`src/rtl/acc_cpu_pkg.sv`:
```
package acc_cpu_pkg;

    localparam int OPW = 4;

    localparam logic [OPW-1:0] OP_LOAD  = 4'h0;
    localparam logic [OPW-1:0] OP_STORE = 4'h1;
    localparam logic [OPW-1:0] OP_ADD   = 4'h2;
    localparam logic [OPW-1:0] OP_SUB   = 4'h3;
    localparam logic [OPW-1:0] OP_HALT  = 4'h7;

    typedef enum logic [3:0] {
        ST_F1    = 4'd0,
        ST_F2    = 4'd1,
        ST_F3    = 4'd2,
        ST_F4    = 4'd3,
        ST_DEC   = 4'd4,
        ST_RWAIT = 4'd5,
        ST_RCAP  = 4'd6,
        ST_EXE   = 4'd7,
        ST_STORE = 4'd8,
        ST_HALT  = 4'd9
    } seq_state_e;

    typedef struct packed {
        logic n;
        logic z;
        logic v;
        logic c;
    } flags_t;

endpackage

```
`src/rtl/acc_cpu_alu.sv`:
```
module acc_cpu_alu
    import acc_cpu_pkg::*;
#(
    parameter int DW = 16
) (
    input  logic [DW-1:0] a_i,
    input  logic [DW-1:0] b_i,
    input  logic          sub_i,
    output logic [DW-1:0] res_o,
    output flags_t        flags_o
);

    logic [DW-1:0] b_eff;
    logic [DW:0]   wide;

    always_comb begin
        b_eff         = sub_i ? ~b_i : b_i;
        wide          = {1'b0, a_i} + {1'b0, b_eff} + {{DW{1'b0}}, sub_i};
        res_o         = wide[DW-1:0];
        flags_o.c     = wide[DW];
        flags_o.z     = (wide[DW-1:0] == '0);
        flags_o.n     = wide[DW-1];
        flags_o.v     = (a_i[DW-1] == b_eff[DW-1]) && (wide[DW-1] != a_i[DW-1]);
    end

endmodule

```
`src/rtl/acc_cpu_cond.sv`:
```
module acc_cpu_cond
    import acc_cpu_pkg::*;
(
    input  logic [2:0] sel_i,
    input  flags_t     flags_i,
    output logic       take_o
);

    always_comb begin
        unique case (sel_i)
            3'd0:    take_o = 1'b1;
            3'd1:    take_o = !flags_i.c;
            3'd2:    take_o = flags_i.c;
            3'd3:    take_o = flags_i.z;
            3'd4:    take_o = !flags_i.z;
            3'd5:    take_o = flags_i.n;
            3'd6:    take_o = !flags_i.n;
            default: take_o = flags_i.v;
        endcase
    end

endmodule

```
`src/rtl/acc_cpu_seq.sv`:
```
module acc_cpu_seq
    import acc_cpu_pkg::*;
#(
    parameter int AW = 12
) (
    input  logic              clk,
    input  logic              rst_n,
    output logic [AW-1:0]     mem_addr,
    output logic              mem_we,
    output logic [OPW+AW-1:0] mem_wdata,
    input  logic [OPW+AW-1:0] mem_rdata,
    output logic              halted,
    output logic [AW-1:0]     dbg_pc,
    output logic [OPW+AW-1:0] dbg_acc,
    output logic [3:0]        dbg_flags,
    output logic [3:0]        dbg_state
);

    localparam int DW = OPW + AW;

    typedef struct packed {
        seq_state_e    state;
        logic [AW-1:0] pc;
        logic [AW-1:0] mar;
        logic [DW-1:0] mbr;
        logic [DW-1:0] ir;
        logic [DW-1:0] acc;
        flags_t        flags;
    } regs_t;

    regs_t st_d, st_q;

    logic [OPW-1:0] op_w;
    logic [AW-1:0]  addr_w;
    logic [DW-1:0]  alu_res;
    flags_t         alu_flags;
    logic           br_take;

    assign op_w   = st_q.ir[DW-1:AW];
    assign addr_w = st_q.ir[AW-1:0];

    acc_cpu_alu #(.DW(DW)) u_alu (
        .a_i     (st_q.acc),
        .b_i     (st_q.mbr),
        .sub_i   (op_w == OP_SUB),
        .res_o   (alu_res),
        .flags_o (alu_flags)
    );

    acc_cpu_cond u_cond (
        .sel_i   (op_w[OPW-2:0]),
        .flags_i (st_q.flags),
        .take_o  (br_take)
    );

    always_comb begin
        st_d = st_q;
        unique case (st_q.state)
            ST_F1: begin
                st_d.mar   = st_q.pc;
                st_d.state = ST_F2;
            end
            ST_F2: begin
                st_d.pc    = st_q.pc + AW'(1);
                st_d.state = ST_F3;
            end
            ST_F3: begin
                st_d.mbr   = mem_rdata;
                st_d.state = ST_F4;
            end
            ST_F4: begin
                st_d.ir    = st_q.mbr;
                st_d.state = ST_DEC;
            end
            ST_DEC: begin
                if (op_w[OPW-1]) begin
                    if (br_take) st_d.pc = addr_w;
                    st_d.state = ST_F1;
                end else begin
                    unique case (op_w)
                        OP_LOAD, OP_ADD, OP_SUB: begin
                            st_d.mar   = addr_w;
                            st_d.state = ST_RWAIT;
                        end
                        OP_STORE: begin
                            st_d.mar   = addr_w;
                            st_d.state = ST_STORE;
                        end
                        default: st_d.state = ST_HALT;
                    endcase
                end
            end
            ST_RWAIT: st_d.state = ST_RCAP;
            ST_RCAP: begin
                st_d.mbr   = mem_rdata;
                st_d.state = ST_EXE;
            end
            ST_EXE: begin
                if (op_w == OP_LOAD) begin
                    st_d.acc = st_q.mbr;
                end else begin
                    st_d.acc   = alu_res;
                    st_d.flags = alu_flags;
                end
                st_d.state = ST_F1;
            end
            ST_STORE: st_d.state = ST_F1;
            ST_HALT:  st_d.state = ST_HALT;
            default:  st_d.state = ST_HALT;
        endcase
    end

    always_ff @(posedge clk or negedge rst_n) begin
        if (!rst_n) st_q <= '0;
        else        st_q <= st_d;
    end

    assign mem_addr  = st_q.mar;
    assign mem_we    = (st_q.state == ST_STORE);
    assign mem_wdata = st_q.acc;
    assign halted    = (st_q.state == ST_HALT);
    assign dbg_pc    = st_q.pc;
    assign dbg_acc   = st_q.acc;
    assign dbg_flags = st_q.flags;
    assign dbg_state = st_q.state;


    mar_from_pc_chk: assert property (@(posedge clk) disable iff (!rst_n)
        (st_q.state == ST_F1) |=> (st_q.mar == $past(st_q.pc)));


    pc_step_chk: assert property (@(posedge clk) disable iff (!rst_n)
        (st_q.state == ST_F2) |=> (st_q.pc == $past(st_q.pc) + AW'(1)));


    ir_from_mbr_chk: assert property (@(posedge clk) disable iff (!rst_n)
        (st_q.state == ST_F4) |=> (st_q.ir == $past(st_q.mbr)));


    rcap_data_chk: assert property (@(posedge clk) disable iff (!rst_n)
        (st_q.state == ST_RCAP) |=> (st_q.mbr == $past(mem_rdata)));


    load_flags_chk: assert property (@(posedge clk) disable iff (!rst_n)
        (st_q.state == ST_EXE && op_w == OP_LOAD) |=> $stable(st_q.flags));


    store_single_chk: assert property (@(posedge clk) disable iff (!rst_n)
        mem_we |=> (!mem_we && st_q.state == ST_F1 && $stable(st_q.acc)));


    halt_hold_chk: assert property (@(posedge clk) disable iff (!rst_n)
        halted |=> (halted && !mem_we && $stable(st_q.pc) && $stable(st_q.acc)
                    && $stable(st_q.flags)));

endmodule

```
`config.mk`:
```
export PLATFORM = sky130hd
export DESIGN_NAME = acc_cpu_seq
export DESIGN_NICKNAME = d
export VERILOG_FILES = /design/src/rtl/acc_cpu_pkg.sv /design/src/rtl/acc_cpu_alu.sv /design/src/rtl/acc_cpu_cond.sv /design/src/rtl/acc_cpu_seq.sv
export SDC_FILE = /design/constraint.sdc
export NUM_CORES = 1
export LEC_CHECK = 0
export BUFFER_PORTS_ARGS = -buffer_cell sky130_fd_sc_hd__buf_4
export CAP_MARGIN = 20
export CORE_ASPECT_RATIO = 1.25
export CORE_MARGIN = 1
export CORE_UTILIZATION = 50
export CTS_CLUSTER_DIAMETER = 120
export CTS_CLUSTER_SIZE = 40
export DETAILED_ROUTE_END_ITERATION = 10
export GPL_TIMING_DRIVEN = 0
export PLACE_DENSITY = 0.72
export SETUP_SLACK_MARGIN = 0.1
export SLEW_MARGIN = 20
export SYNTH_ARGS = -nofsm -noshare
export SYNTH_HDL_FRONTEND = slang
export SYNTH_HIERARCHICAL = 1
export SYNTH_SLANG_ARGS = --single-unit
export TNS_END_PERCENT = 5
```
`constraint.sdc`:
```
create_clock -name clk -period 7.8 [get_ports clk]
set_input_delay 0.78 -clock clk [delete_from_list [all_inputs] [get_ports clk]]
set_output_delay 0.78 -clock clk [all_outputs]
set_load 0.02 [all_outputs]
```
==> run summary <==
The flow ran to the end, and the final reports show no timing, DRC or antenna violations. After synthesis, the share of flip-flops with an asynchronous set or reset is 100%. In the routed layout, each cell is associated on average with a via count of 5.44. Cell internal power was estimated by the tool at 1.98 mW. The worst voltage drop across the vdd grid came out at 0.000266 V.

The row count is 41. Across the run, the number of max-cap violations was 0. The global-route wire length before repair is 18.9 mm. The setup violation total in the final timing report came out at 0. Excluding fillers, the count of instances in the completed layout stands at 747.

Yosys mapped a number of flops with a built-in enable equal to 0. Among the stages of the critical path, the cell type that occurs most often is or4_1. In the routed design, unresolved DRC markers number 0. The setup path with the least slack is of type flop to flop. For this run the aggregate overflow at the end of global routing stands at 0. The share of post-route cells with drive strength above 1 came out at 36.9%. The final sum of negative setup slack came out at 0 ns.

The maximum clock rate is 192 MHz. Pin placement for this block handled 84 I/O pins. The gate count after technology mapping came out at 519. Combinational cells account for 61.1% of the total power. The effective utilization at floorplan came out at 51.3%. The worst reg2reg path startpoint is op_w[2]$_DFFE_PN0N_. The estimated wirelength of the detail-placed design came out at 8.59 mm.

On the critical path, the stage with the largest delay is an instance of clkbuf_1. The worst hold path belongs to the class primary input to async pin. The most common flop cell mapped by yosys is dfrtp_1. After clock tree synthesis, the clock-pin slew on the worst setup and hold paths is 0.06 ns. The register bit count reported by yosys came out at 80. The number of antenna diodes came out at 0. Sequential cells account for 24.7% of the total power. The CTS sink count came out at 80.

The final wirelength came out at 11.6 mm. TritonCTS built the clock tree. The analysis attributes to cell leakage a power of 2.96 nW. The final worst clock skew came out at 0.00600 ns. The signed area change from the synthesized netlist to the final layout came out at 21.9%. The areal power density over the cells is 550 nW/µm². The clock tree root buffer cell is clkbuf_16. Clock tree synthesis inserted a total of 9 buffers. Setup repair after global routing left no endpoint under its margin. After the last flow step, the layout net total stands at 649.

Summing over every cut layer, the via total after detailed routing is 4066. The number of levels the H-tree was split into is 3. The proportion of power drawn by the clock network came out at 14.2%. Buffers added to address setup during post-CTS repair amount to 0. The area enclosed by the die boundary is 10800 µm². In this run the vertical extent of the chip is 116 µm. The number of gates resized after CTS was 0. The number of endpoints with negative hold slack in the final report is 0.

The synthesized netlist occupies a cell area of 5180 µm². The endpoint identified for the worst register-to-register timing path is dbg_flags[2]$_DFFE_PN0P_. The total global routing track utilization came out at 22.8%.

The post-synthesis net count is 555. The number of antenna violations at the first check in global routing was 0. STA puts the critical path data arrival time at 5.50 ns. For the worst-skew pair, the clock arrives at the later sink with an insertion delay of 0.34 ns.

The congestion estimate from routability-driven global placement came to 0.925. The remaining antenna violation count after routing came out at 0. The timing startpoint of the critical path is op_w[2]$_DFFE_PN0N_. The internal reg-to-reg setup slack came out at 2.58 ns.

The type of element launching the critical path is a flop. The area inside the core boundary is 10100 µm². Broken down by cell family, the worst path's largest delay share belongs to simple AND/OR/NAND/NOR gates. The analysis attributes to net switching a power of 1.49 mW.

After layout, the worst path uses 66.9% of the clock period. Counting tap cells, the placed design contains a total of 731 instances. Data on the critical path is required at its endpoint by 8.08 ns. The cell depth of the worst flop-to-flop path is 16. The slew at the pin closest to its max-slew limit is 0.846 ns. The headroom to the max-slew limit is 43.6%. The count of synthesis-stage warnings from yosys came out at 6.

The die outline width came out at 93.0 µm. The fraction of power spent switching nets is 43.0%. STA classifies the critical path endpoint as a flop. The count of routing violations after the opening detailed-route iteration is 140. The distinct cell type count after synthesis came out at 60. The worst path in the final design needs a cycle of 5.22 ns, including I/O delays and setup. Counting both buffers and inverters, the worst setup path holds a total of 3. The number of global-route vias before repair came out at 3871. The number of buffers between clock root and the deepest sink is 2. The largest net degree at the start of global routing is 81.

The final routed wire length divided by cell count is 15.5 µm. A synthesized cell averages 9.98 µm². Walking the worst path, the cells encountered are or2_1 -> buf_2 -> nor2_1 -> buf_6 -> clkbuf_1 -> xor2_1 -> ha_1 -> nor2b_1 -> o2111ai_1 -> a32oi_1 -> xnor2_1 -> or4_1 -> or4_1 -> or4_1 -> nor4_2 -> mux2_2. The cell count along the critical path came out at 16. In this run, post-CTS hold repair placed 0 buffers.

The count of input and output buffers came out at 83. The max-slew violation total from the final report is 0. The first TritonRoute pass finished after 4 iterations. For this run, the slowest stage of the critical path takes 0.65 ns.

Summing the sequential cell areas from Yosys gives 38.6% of the chip area. The termination of the worst setup path is dbg_flags[2]$_DFFE_PN0P_. The worst-path maximum fanout is 10.
[per-layer routing]
layer  global-route usage, %  routed length, µm  vias up
met2                    39.2               5920      128
met4                    10.9                267        0
met1                    27.8               4870     1960
met5                       0                  0        -
li1                        -                  -     1959
met3                    4.13                551       19
[power by group through the flow]
stage / combinational [mW] / sequential [mW] / clock (mW)
finish: 2.12 / 0.858 / 0.493
global route: 2.31 / 0.897 / 0.520
CTS: 2.12 / 0.858 / 0.500
detailed placement: 2.11 / 0.862 / 0
global placement: 2.06 / 0.849 / 0
floorplan: 1.63 / 0.785 / 0
[placed cells by master, fill, tap and decap left out, types with 17 or more instances in the layout]
master,instances
buf_4,150
mux2i_1,17
a31oi_1,17
a21oi_1,26
nor2_1,21
nand2_1,55
xor2_1,21
mux2_2,34
ha_1,17
o21ai_0,21
dfrtp_1,80
[layout make-up]
cell class / instances / area [µm²]
Clock inverter: 5 / 104
Inverter: 10 / 37.5
Buffer: 87 / 634
Multi-Input combinational cell: 342 / 2510
Fill cell: 859 / 3790
Tap cell: 129 / 161
Clock buffer: 11 / 243
Sequential cell: 80 / 2000
Timing Repair Buffer: 83 / 627
[per-stage QoR]
| stage | hold WS [ns] | instance area (µm²) | util (%) | setup slack, ns | total power, mW |
|---|---|---|---|---|---|
| after floorplan | 0.480 | 5180 | - | 3.37 | 2.41 |
| after global placement | 0.494 | 5960 | 59.0 | 2.75 | 2.91 |
| after detailed placement | 0.499 | 5960 | 59.0 | 2.67 | 2.97 |
| after CTS | 0.515 | 6310 | 62.4 | 2.65 | 3.48 |
| after global routing | 0.535 | 6310 | 62.5 | 2.42 | 3.73 |
| final | 0.458 | 6310 | 62.5 | 2.58 | 3.47 |
[cell usage after synthesis, types with 11 or more instances]
cell type | n | share of area [%]
o21ai_1 | 11 | 1.1
dfrtp_1 | 80 | 39
ha_1 | 17 | 4.1
a31oi_1 | 17 | 2.1
nand2_1 | 55 | 4.0
o21ai_0 | 21 | 2.0
xor2_1 | 21 | 3.6
mux2_2 | 34 | 7.4
buf_4 | 68 | 9.9
nor2_1 | 21 | 1.5
a21oi_1 | 26 | 2.5
mux2i_1 | 17 | 3.3
[worst min-delay path by stage]
| stage | to | cells past startpoint |
|---|---|---|
| detailed placement | addr_w[11]$_DFFE_PN0N_ | 1 |
| global route | mem_addr[9]$_DFFE_PN0P_ | 1 |
| floorplan | addr_w[0]$_DFFE_PN0N_ | 0 |
| CTS | addr_w[11]$_DFFE_PN0N_ | 1 |
| finish | mem_addr[9]$_DFFE_PN0P_ | 1 |
| global placement | addr_w[11]$_DFFE_PN0N_ | 1 |
[sequential cells by signal, summed over array words and instances, names as in the netlist]
name / count
addr_w: 12
op_w: 4
mem_addr: 12
dbg_acc: 16
dbg_flags: 4
dbg_state: 4
dbg_pc: 12
st_q: 16
[cell families after synthesis]
group / share of synthesized area [%]
mux: 11.8
buf+inv: 13.0
flops: 38.6
xor+xnor: 5.24
compound gates: 14.6
fa+ha+maj: 4.49
simple gates: 12.2
No activity file was read; power rests on OpenSTA's default activity.
